--- src/rtl/irq_merge_pkg.sv ---
package irq_merge_pkg;

    localparam int PINS_PER_SLOT = 4;
    localparam int NUM_LINES     = 4;

    typedef enum logic {
        LINE_IDLE     = 1'b0,
        LINE_ASSERTED = 1'b1
    } line_state_e;

    // Rotation: pin p of slot s lands on line (p + s) mod 4
    function automatic int unsigned line_of(int unsigned slot, int unsigned pin);
        return (slot + pin) % NUM_LINES;
    endfunction

endpackage

--- src/rtl/irq_pin_tracker.sv ---
module irq_pin_tracker
    import irq_merge_pkg::*;
(
    input  logic                     clk,
    input  logic                     rst_n,
    input  logic [PINS_PER_SLOT-1:0] pin_i,
    output logic [PINS_PER_SLOT-1:0] rise_o,
    output logic [PINS_PER_SLOT-1:0] fall_o
);

    logic [PINS_PER_SLOT-1:0] level_q;

    always_ff @(posedge clk or negedge rst_n) begin
        if (!rst_n) begin
            level_q <= '0;
        end else begin
            level_q <= pin_i;
        end
    end

    // Only a difference from the stored level produces a delta
    always_comb begin
        rise_o = pin_i & ~level_q;
        fall_o = ~pin_i & level_q;
    end

    // a reported rise must leave the stored level high afterwards
    p_rise_stored_r6: assert property (@(posedge clk) disable iff (!rst_n)
        (|rise_o) |=> (|level_q));

endmodule

--- src/rtl/irq_line_router.sv ---
module irq_line_router
    import irq_merge_pkg::*;
#(
    parameter int NUM_SLOTS = 4,
    parameter int CNT_W     = 5
) (
    input  logic [NUM_SLOTS*PINS_PER_SLOT-1:0] rise_i,
    input  logic [NUM_SLOTS*PINS_PER_SLOT-1:0] fall_i,
    output logic [NUM_LINES-1:0][CNT_W-1:0]    up_o,
    output logic [NUM_LINES-1:0][CNT_W-1:0]    down_o
);

    for (genvar l = 0; l < NUM_LINES; l++) begin : g_line
        always_comb begin
            up_o[l]   = '0;
            down_o[l] = '0;
            for (int s = 0; s < NUM_SLOTS; s++) begin
                for (int p = 0; p < PINS_PER_SLOT; p++) begin
                    if (line_of(s, p) == l) begin
                        up_o[l]   = up_o[l]   + CNT_W'(rise_i[s*PINS_PER_SLOT+p]);
                        down_o[l] = down_o[l] + CNT_W'(fall_i[s*PINS_PER_SLOT+p]);
                    end
                end
            end
        end
    end

endmodule

--- src/rtl/irq_line_counter.sv ---
module irq_line_counter
    import irq_merge_pkg::*;
#(
    parameter int NUM_SLOTS = 4,
    parameter int CNT_W     = 5
) (
    input  logic             clk,
    input  logic             rst_n,
    input  logic [CNT_W-1:0] up_i,
    input  logic [CNT_W-1:0] down_i,
    output logic             line_o
);

    localparam logic [CNT_W-1:0] MAX_CNT = CNT_W'(NUM_SLOTS);

    logic [CNT_W-1:0] cnt_q;
    logic [CNT_W-1:0] cnt_d;
    line_state_e      state_q;
    line_state_e      state_d;

    always_comb begin
        cnt_d = cnt_q + up_i - down_i;
    end

    always_comb begin
        state_d = state_q;
        unique case (state_q)
            LINE_IDLE: begin
                if (cnt_d != '0) state_d = LINE_ASSERTED;   // raise
            end
            LINE_ASSERTED: begin
                if (cnt_d == '0) state_d = LINE_IDLE;       // release
            end
            default: state_d = LINE_IDLE;
        endcase
    end

    always_ff @(posedge clk or negedge rst_n) begin
        if (!rst_n) begin
            cnt_q   <= '0;
            state_q <= LINE_IDLE;
        end else begin
            cnt_q   <= cnt_d;
            state_q <= state_d;
        end
    end

    always_comb begin
        line_o = (state_q == LINE_ASSERTED);
    end

    // the count never goes below zero
    p_no_underflow_r3: assert property (@(posedge clk) disable iff (!rst_n)
        ({1'b0, cnt_q} + {1'b0, up_i}) >= {1'b0, down_i});

    // the count never exceeds one pin per slot
    p_no_overflow_r3: assert property (@(posedge clk) disable iff (!rst_n)
        cnt_q <= MAX_CNT);

endmodule

--- src/rtl/irq_line_merge.sv ---
module irq_line_merge
    import irq_merge_pkg::*;
#(
    parameter int NUM_SLOTS = 4
) (
    input  logic                               clk,
    input  logic                               rst_n,
    input  logic [NUM_SLOTS*PINS_PER_SLOT-1:0] irq_i,
    output logic [NUM_LINES-1:0]               line_o
);

    localparam int IRQ_W = NUM_SLOTS * PINS_PER_SLOT;
    localparam int CNT_W = $clog2(IRQ_W + 1);

    logic [IRQ_W-1:0]                 rise;
    logic [IRQ_W-1:0]                 fall;
    logic [NUM_LINES-1:0][CNT_W-1:0]  up_cnt;
    logic [NUM_LINES-1:0][CNT_W-1:0]  down_cnt;

    for (genvar s = 0; s < NUM_SLOTS; s++) begin : g_slot
        irq_pin_tracker u_tracker (
            .clk    (clk),
            .rst_n  (rst_n),
            .pin_i  (irq_i[s*PINS_PER_SLOT +: PINS_PER_SLOT]),
            .rise_o (rise[s*PINS_PER_SLOT +: PINS_PER_SLOT]),
            .fall_o (fall[s*PINS_PER_SLOT +: PINS_PER_SLOT])
        );
    end

    irq_line_router #(
        .NUM_SLOTS (NUM_SLOTS),
        .CNT_W     (CNT_W)
    ) u_router (
        .rise_i (rise),
        .fall_i (fall),
        .up_o   (up_cnt),
        .down_o (down_cnt)
    );

    for (genvar l = 0; l < NUM_LINES; l++) begin : g_cnt
        irq_line_counter #(
            .NUM_SLOTS (NUM_SLOTS),
            .CNT_W     (CNT_W)
        ) u_counter (
            .clk    (clk),
            .rst_n  (rst_n),
            .up_i   (up_cnt[l]),
            .down_i (down_cnt[l]),
            .line_o (line_o[l])
        );
    end

    // ---------------- checks across the submodules ----------------

    function automatic logic [IRQ_W-1:0] line_mask(int unsigned line);
        logic [IRQ_W-1:0] m;
        m = '0;
        for (int s = 0; s < NUM_SLOTS; s++) begin
            for (int p = 0; p < PINS_PER_SLOT; p++) begin
                if (line_of(s, p) == line) m[s*PINS_PER_SLOT+p] = 1'b1;
            end
        end
        return m;
    endfunction

    logic armed_q;
    always_ff @(posedge clk or negedge rst_n) begin
        if (!rst_n) armed_q <= 1'b0;
        else        armed_q <= 1'b1;
    end

    for (genvar s = 0; s < NUM_SLOTS; s++) begin : g_chk_slot
        for (genvar p = 0; p < PINS_PER_SLOT; p++) begin : g_chk_pin
            // a high pin holds its rotated line high after the edge
            p_route_r2: assert property (@(posedge clk) disable iff (!rst_n)
                irq_i[s*PINS_PER_SLOT+p] |=> line_o[(s + p) % NUM_LINES]);
        end
    end

    for (genvar l = 0; l < NUM_LINES; l++) begin : g_chk_line
        localparam logic [IRQ_W-1:0] MASK = line_mask(l);
        // no high pin on this line means the line is low after the edge
        p_release_r4: assert property (@(posedge clk) disable iff (!rst_n)
            ((irq_i & MASK) == '0) |=> !line_o[l]);
    end

    // unchanged pins leave every line unchanged
    p_hold_r6: assert property (@(posedge clk) disable iff (!rst_n)
        (armed_q && $stable(irq_i)) |=> $stable(line_o));

endmodule

--- config.mk ---
export PLATFORM = sky130hd
export DESIGN_NAME = irq_line_merge
export DESIGN_NICKNAME = d
export VERILOG_FILES = /design/src/rtl/irq_merge_pkg.sv /design/src/rtl/irq_pin_tracker.sv /design/src/rtl/irq_line_router.sv /design/src/rtl/irq_line_counter.sv /design/src/rtl/irq_line_merge.sv
export SDC_FILE = /design/constraint.sdc
export NUM_CORES = 1
export LEC_CHECK = 0
export BUFFER_PORTS_ARGS = -buffer_cell sky130_fd_sc_hd__buf_2
export CORE_MARGIN = 1
export CORE_UTILIZATION = 45
export CTS_CLUSTER_DIAMETER = 50
export DETAILED_ROUTE_END_ITERATION = 10
export PLACE_DENSITY = 0.7
export SYNTH_ARGS = -nofsm -noshare
export SYNTH_HDL_FRONTEND = slang
export SYNTH_SLANG_ARGS = --single-unit
--- constraint.sdc ---
create_clock -name clk -period 9.92 [get_ports clk]
set_input_delay 0.496 -clock clk [delete_from_list [all_inputs] [get_ports clk]]
set_output_delay 0.496 -clock clk [all_outputs]
set_load 0.05 [all_outputs]
Yosys cells after proc, flatten, opt, wreduce, memory -nomap -nowiden
Cells that the tools add are included.
{"block": "totals", "regBits": 40, "latch_bits": 0, "ram_bits": 0, "rom_bits": 0, "input_bits": 18, "output_inout_bits": 4, "elab_cells": 84, "memories": 0}
{"block": "classes", "add_sub_neg": 32, "mul": 0, "div_mod_pow": 0, "order_cmp": 0, "n_eq_ne": 0, "n_shift": 0, "muxes": 12, "bitwise": 20, "n_reduce_logical": 8}
{"op": "$add A5 B1 Y5", "count": 16}
{"op": "$and A4 B4 Y4", "count": 8}
{"op": "$not A4 Y4", "count": 8}
{"op": "$add A5 B5 Y5", "count": 4}
{"op": "$logic_not A5 Y1", "count": 4}
{"op": "$reduce_bool A5 Y1", "count": 4}
{"op": "$sub A5 B5 Y5", "count": 4}
{"op": "$add A1 B1 Y2", "count": 8}
{"op": "$mux W1", "count": 8}
{"op": "$pmux W1 S2", "count": 4}
{"op": "$not A1 Y1", "count": 4}

Depth between registers and ports, before layout
{"block": "depth", "ltp_word": 10, "depth_mapped": 14, "depth_no_buf": 14}

Modules after synthesis
From an unflattened synthesis, not the netlist that was laid out.
{"block": "hier_totals", "cells_unflattened": 317, "area_unflattened_um2": 3156.8}
{"module": "irq_line_counter", "instances": 4, "cells_each": 47, "area_each_um2": 460.4, "seq_area_each_um2": 150.1}
{"module": "irq_pin_tracker", "instances": 4, "cells_each": 12, "area_each_um2": 170.2, "seq_area_each_um2": 100.1}
{"module": "irq_line_router", "instances": 1, "cells_each": 81, "area_each_um2": 634.4, "seq_area_each_um2": 0.0}

Least setup slack after synthesis
OpenSTA, ideal clock, no wires.
{"block": "synth_timing", "path_kind": "input port to flip-flop", "startpoint": "input port irq_i[3]", "endpoint": "register g_cnt[3].u_counter.state_q", "setup_ns": 0.129, "t_arrival_ns": 3.170, "required_time_ns": 9.791, "slack_ns": 6.621, "path_stages": 13, "n_path_buf": 0, "path_cell_list": "nor2b_1 > ha_1 > fa_1 > inv_1 > ha_1 > inv_1 > fa_1 > ha_1 > inv_1 > fa_1 > inv_2 > nor4_2 > o21ai_1"}
{"block": "synth_via", "elab_chain_cells": 9, "word_cells_on_any_way": 16, "cone_classes": "8 x add/sub; 3 x mux; 3 x bitwise; 2 x reduce/logical"}
{"element": "from (decl)", "line_no": "irq_line_merge.sv:8", "rtl": "input logic [NUM_SLOTS*PINS_PER_SLOT-1:0] irq_i,"}
{"element": "$and A4 B4 Y4 or $not A4 Y4 (tied branches)", "line_no": "irq_pin_tracker.sv:23, irq_pin_tracker.sv:24"}
{"element": "$add A1 B1 Y2 or $and A4 B4 Y4 (tied branches)", "line_no": "irq_line_router.sv:20, irq_pin_tracker.sv:24"}
{"element": "$add A5 B1 Y5 or $add A1 B1 Y2 (tied branches)", "line_no": "irq_line_router.sv:20, irq_line_router.sv:21"}
{"element": "$add A5 B1 Y5, on equally long branches", "line_no": "irq_line_router.sv:20, irq_line_router.sv:21"}
{"element": "$add A5 B5 Y5 or $add A5 B1 Y5 (tied branches)", "line_no": "irq_line_counter.sv:22, irq_line_router.sv:21"}
{"element": "$sub A5 B5 Y5 *", "line_no": "irq_line_counter.sv:22", "rtl": "cnt_d = cnt_q + up_i - down_i;"}
{"element": "net g_cnt[3].u_counter.cnt_d[2]", "line_no": "irq_line_counter.sv:17", "rtl": "logic [CNT_W-1:0] cnt_d;"}
{"element": "$logic_not A5 Y1 or $reduce_bool A5 Y1 (tied branches)", "line_no": "irq_line_counter.sv:32, irq_line_counter.sv:29"}
{"element": "$mux W1, on equally long branches", "line_no": "irq_line_counter.sv:32, irq_line_counter.sv:29"}
{"element": "$pmux W1 S2 *", "line_no": "irq_line_counter.sv:27", "rtl": "unique case (state_q)"}
{"element": "net g_cnt[3].u_counter.state_d", "line_no": "irq_line_counter.sv:19", "rtl": "line_state_e state_d;"}
{"element": "to (signal assigned)", "line_no": "irq_line_counter.sv:44", "rtl": "state_q <= state_d;"}
{"element": "to (decl)", "line_no": "irq_line_counter.sv:18", "rtl": "line_state_e state_q;"}
The timed path passes the listed nets; every way through them passes the cells marked *.

Final worst setup path
{"block": "layout_timing", "startpoint": "register g_slot[0].u_tracker.level_q[2]", "endpoint": "register g_cnt[2].u_counter.state_q"}
{"block": "layout_via", "elab_chain_cells": 10, "word_cells_on_any_way": 16, "cone_classes": "8 x add/sub; 3 x mux; 3 x bitwise; 2 x reduce/logical"}
{"element": "from (decl)", "line_no": "irq_pin_tracker.sv:11", "rtl": "logic [PINS_PER_SLOT-1:0] level_q;"}
{"element": "from (signal assigned)", "line_no": "irq_pin_tracker.sv:17", "rtl": "level_q <= pin_i;"}
{"element": "$not A4 Y4", "line_no": "irq_pin_tracker.sv:23", "rtl": "rise_o = pin_i & ~level_q;"}
{"element": "$and A4 B4 Y4", "line_no": "irq_pin_tracker.sv:23"}
{"element": "$add A1 B1 Y2", "line_no": "irq_line_router.sv:20", "rtl": "up_o[l] = up_o[l] + CNT_W'(rise_i[s*PINS_PER_SLOT+p]);"}
{"element": "$add A5 B1 Y5 (2 in a row)", "line_no": "irq_line_router.sv:20"}
{"element": "$add A5 B5 Y5", "line_no": "irq_line_counter.sv:22"}
{"element": "$sub A5 B5 Y5 *", "line_no": "irq_line_counter.sv:22"}
{"element": "net g_cnt[2].u_counter.cnt_d[2]", "line_no": "irq_line_counter.sv:17"}
{"element": "$logic_not A5 Y1 or $reduce_bool A5 Y1 (tied branches)", "line_no": "irq_line_counter.sv:32, irq_line_counter.sv:29"}
{"element": "$mux W1, on equally long branches", "line_no": "irq_line_counter.sv:32, irq_line_counter.sv:29"}
{"element": "$pmux W1 S2 *", "line_no": "irq_line_counter.sv:27"}
{"element": "net g_cnt[2].u_counter.state_d", "line_no": "irq_line_counter.sv:19"}
{"element": "to (signal assigned)", "line_no": "irq_line_counter.sv:44"}
{"element": "to (decl)", "line_no": "irq_line_counter.sv:18"}
Marked as above.

==> reports/metrics.yaml <==
status: "complete, no violations"
synth_cells: 222
drt-total-wl_um: 3500
drt.antenna.violating_nets: 0
rrSetupSlack_ns: 6.56
crit_fanout: 2
synth_warnings: 0
design_area_um2: 2830
die_h_um: 77.4
grt_max_degree: 41
cts_buffers: 5
p_per_area_nw_per_um2: 327
cp-endpoint: "g_cnt[2].u_counter.line_o"
yosys-top-cells-area: "dfrtp_1 39%, fa_1 19%, ha_1 16%"
timing.rr.end: "g_cnt[2].u_counter.line_o"
wl_per_cell_um: 11.0
ios: 22
drt_iter0_drc: 50
grt_pass1_wl_um: 6790
start_util_pct: 46.7
grt.overflow.total: 0
reg2reg_depth: 12
worst_pin_slew_ns: 0.901
die_w_um: 77.4
cts.clk_slew.worst_paths_ns: 0.08
drive_gt1_share_pct: 13.8
critPathRequiredTime_ns: 10.08
cts_setup_buffers: 0
tns_ns: 0
cp.arrival_ns: 3.52
hold_violations: 0
dp_hpwl_um: 2780
synth_cell_types: 16
slew_viol_final: 0
ys_seq_area_share_pct: 39.2
synth_top_area_share_pct: 39.2
tritoncts: "done"
post-synth-top-area-cell: "dfrtp_1"
antenna_found_initial: 0
clock_skew_ns: 0.0108
grt_use_total_pct: 14.5
hp-class: "primary input to asynchronous set/reset pin"
slew_headroom_pct: 40.0
drcViolationCount: 0
postCtsHoldBufs: 0
avgSynthCellArea_um2: 11.5
rsz0062_at_grt: "no"
cts_max_level: 2
syn_nets: 296
fin_nets: 320
final_common_cell: "inv_1"
finalSetupViolations: 0
cts_resized: 0
p_leak_nw: 1.40
layout_common_cells: "52 x inv_1, 40 x dfrtp_1, 32 x ha_1"
max_cap_violations: 0
clkLatencyLatePin_ns: 0.29
r2r-start: "g_slot[0].u_tracker.level_q[2]"
cp-startpoint: "g_slot[0].u_tracker.level_q[2]"
cp-start-kind: "flop"
fin_cells: 319
yosys_register_bits: 40
drt-pass1-iter-count: 3
critPathKind: "flop to flop"
dp_cells: 311
cts_root_buf: "clkbuf_8"
cts_buffer_depth: 2
fmax_mhz: 298
finalCritPeriodShare_pct: 33.9
core_area_um2: 5470
syn2layout_area_growth_pct: 10.7
diodes: 0
fp-row-count: 27
place_area_um2: 2720
worstSetupEndpointType: "flop"
vias: 1420
gp_congestion: 0.733
ir_drop_uv: 188
syn-cell-area_um2: 2550
portBuffers: 21
layout_min_cycle_time_ns: 3.36
vias_per_cell: 4.45
dieArea_um2: 5980
grt_pass1_vias: 1577
cts.sinks: 40
-- registers in the layout, indices dropped and copies added (netlist names) --
register / flops
g_cnt.u_counter.line_o: 4
g_cnt.u_counter.cnt_q: 20
g_slot.u_tracker.level_q: 16
-- worst max-delay path: stages, from the launching register on --
cell,delay (ns)
dfrtp_1,0.38
nor2b_1,0.13
ha_1,0.28
ha_1,0.30
fa_1,0.46
fa_1,0.47
inv_1,0.07
ha_1,0.16
inv_1,0.05
fa_1,0.49
inv_2,0.05
nor4_2,0.29
o21ai_1,0.11
-- synthesized netlist by cell type --
cell type,count
dfrtp_1,40
ha_1,32
inv_2,2
fa_1,24
xor2_1,4
and3_1,4
nor4_2,4
buf_4,4
nor2b_1,20
nand2b_1,12
o21ai_1,4
nor2_1,4
inv_1,52
nand3_1,4
xnor2_1,4
a21oi_1,8
-- how the worst min path moves through the flow --
stage | endpoint | slack (ns) | cells after the start
after CTS | g_slot[0].u_tracker.level_q[1] | 0.32 | 1
after global routing | g_slot[3].u_tracker.level_q[3] | 0.32 | 1
final | g_slot[2].u_tracker.level_q[1] | 0.33 | 1
after floorplan | g_cnt[0].u_counter.cnt_q[0] | 0.20 | 0
after global placement | g_slot[1].u_tracker.level_q[2] | 0.63 | 1
after detailed placement | g_slot[0].u_tracker.level_q[1] | 0.63 | 1
-- cells by family (layout without fill, tap and decap cells) --
| logic type | count (synthesis) | after routing | synth area share [%] |
|---|---|---|---|
| buffers and inverters | 58 | 83 | 9.11 |
| adders and majority gates | 56 | 56 | 34.5 |
| and+or+nand+nor | 48 | 48 | 12.1 |
| DFF | 40 | 40 | 39.2 |
| AOI/OAI and AO/OA | 12 | 12 | 2.35 |
| xor gates and xnor gates | 8 | 8 | 2.74 |
-- routing by layer --
metal  GRT usage, %  vias up  share of wire, %
met5              0        -                 0
met4           6.23        0               1.7
met3           4.12        7               4.0
met2           21.9       21                44
met1           19.5      671                50
li1               -      721                 -
-- layout make-up --
| class | count | area, µm² |
|---|---|---|
| Sequential cell | 40 | 1000 |
| Tap cell | 72 | 90.1 |
| Clock inverter | 2 | 35.0 |
| Fill cell | 510 | 2650 |
| Inverter | 54 | 203 |
| Timing Repair Buffer | 21 | 105 |
| Clock buffer | 6 | 72.6 |
| Multi-Input combinational cell | 124 | 1320 |
-- metrics by stage --
stage / setup WS (ns) / hold slack [ns] / power, W / utilization [%]
floorplan: 6.62 / 0.200 / 0.000687 / -
global route: 6.34 / 0.316 / 0.00105 / 51.7
global placement: 6.36 / 0.627 / 0.000782 / 49.7
detailed placement: 6.36 / 0.628 / 0.000797 / 49.7
CTS: 6.54 / 0.315 / 0.000940 / 51.7
finish: 6.56 / 0.325 / 0.000925 / 51.7
-- where the power goes --
part | total, W | leakage, nW | internal (W) | switching [W]
combinational | 0.000551 | 0.888 | 0.000235 | 0.000315
sequential | 0.000242 | 0.454 | 0.000222 | 0.0000197
clock | 0.000132 | 0.0552 | 0.0000747 | 0.0000572
total | 0.000925 | 1.40 | 0.000533 | 0.000392
Note: power is estimated with default switching activity, not from simulation.
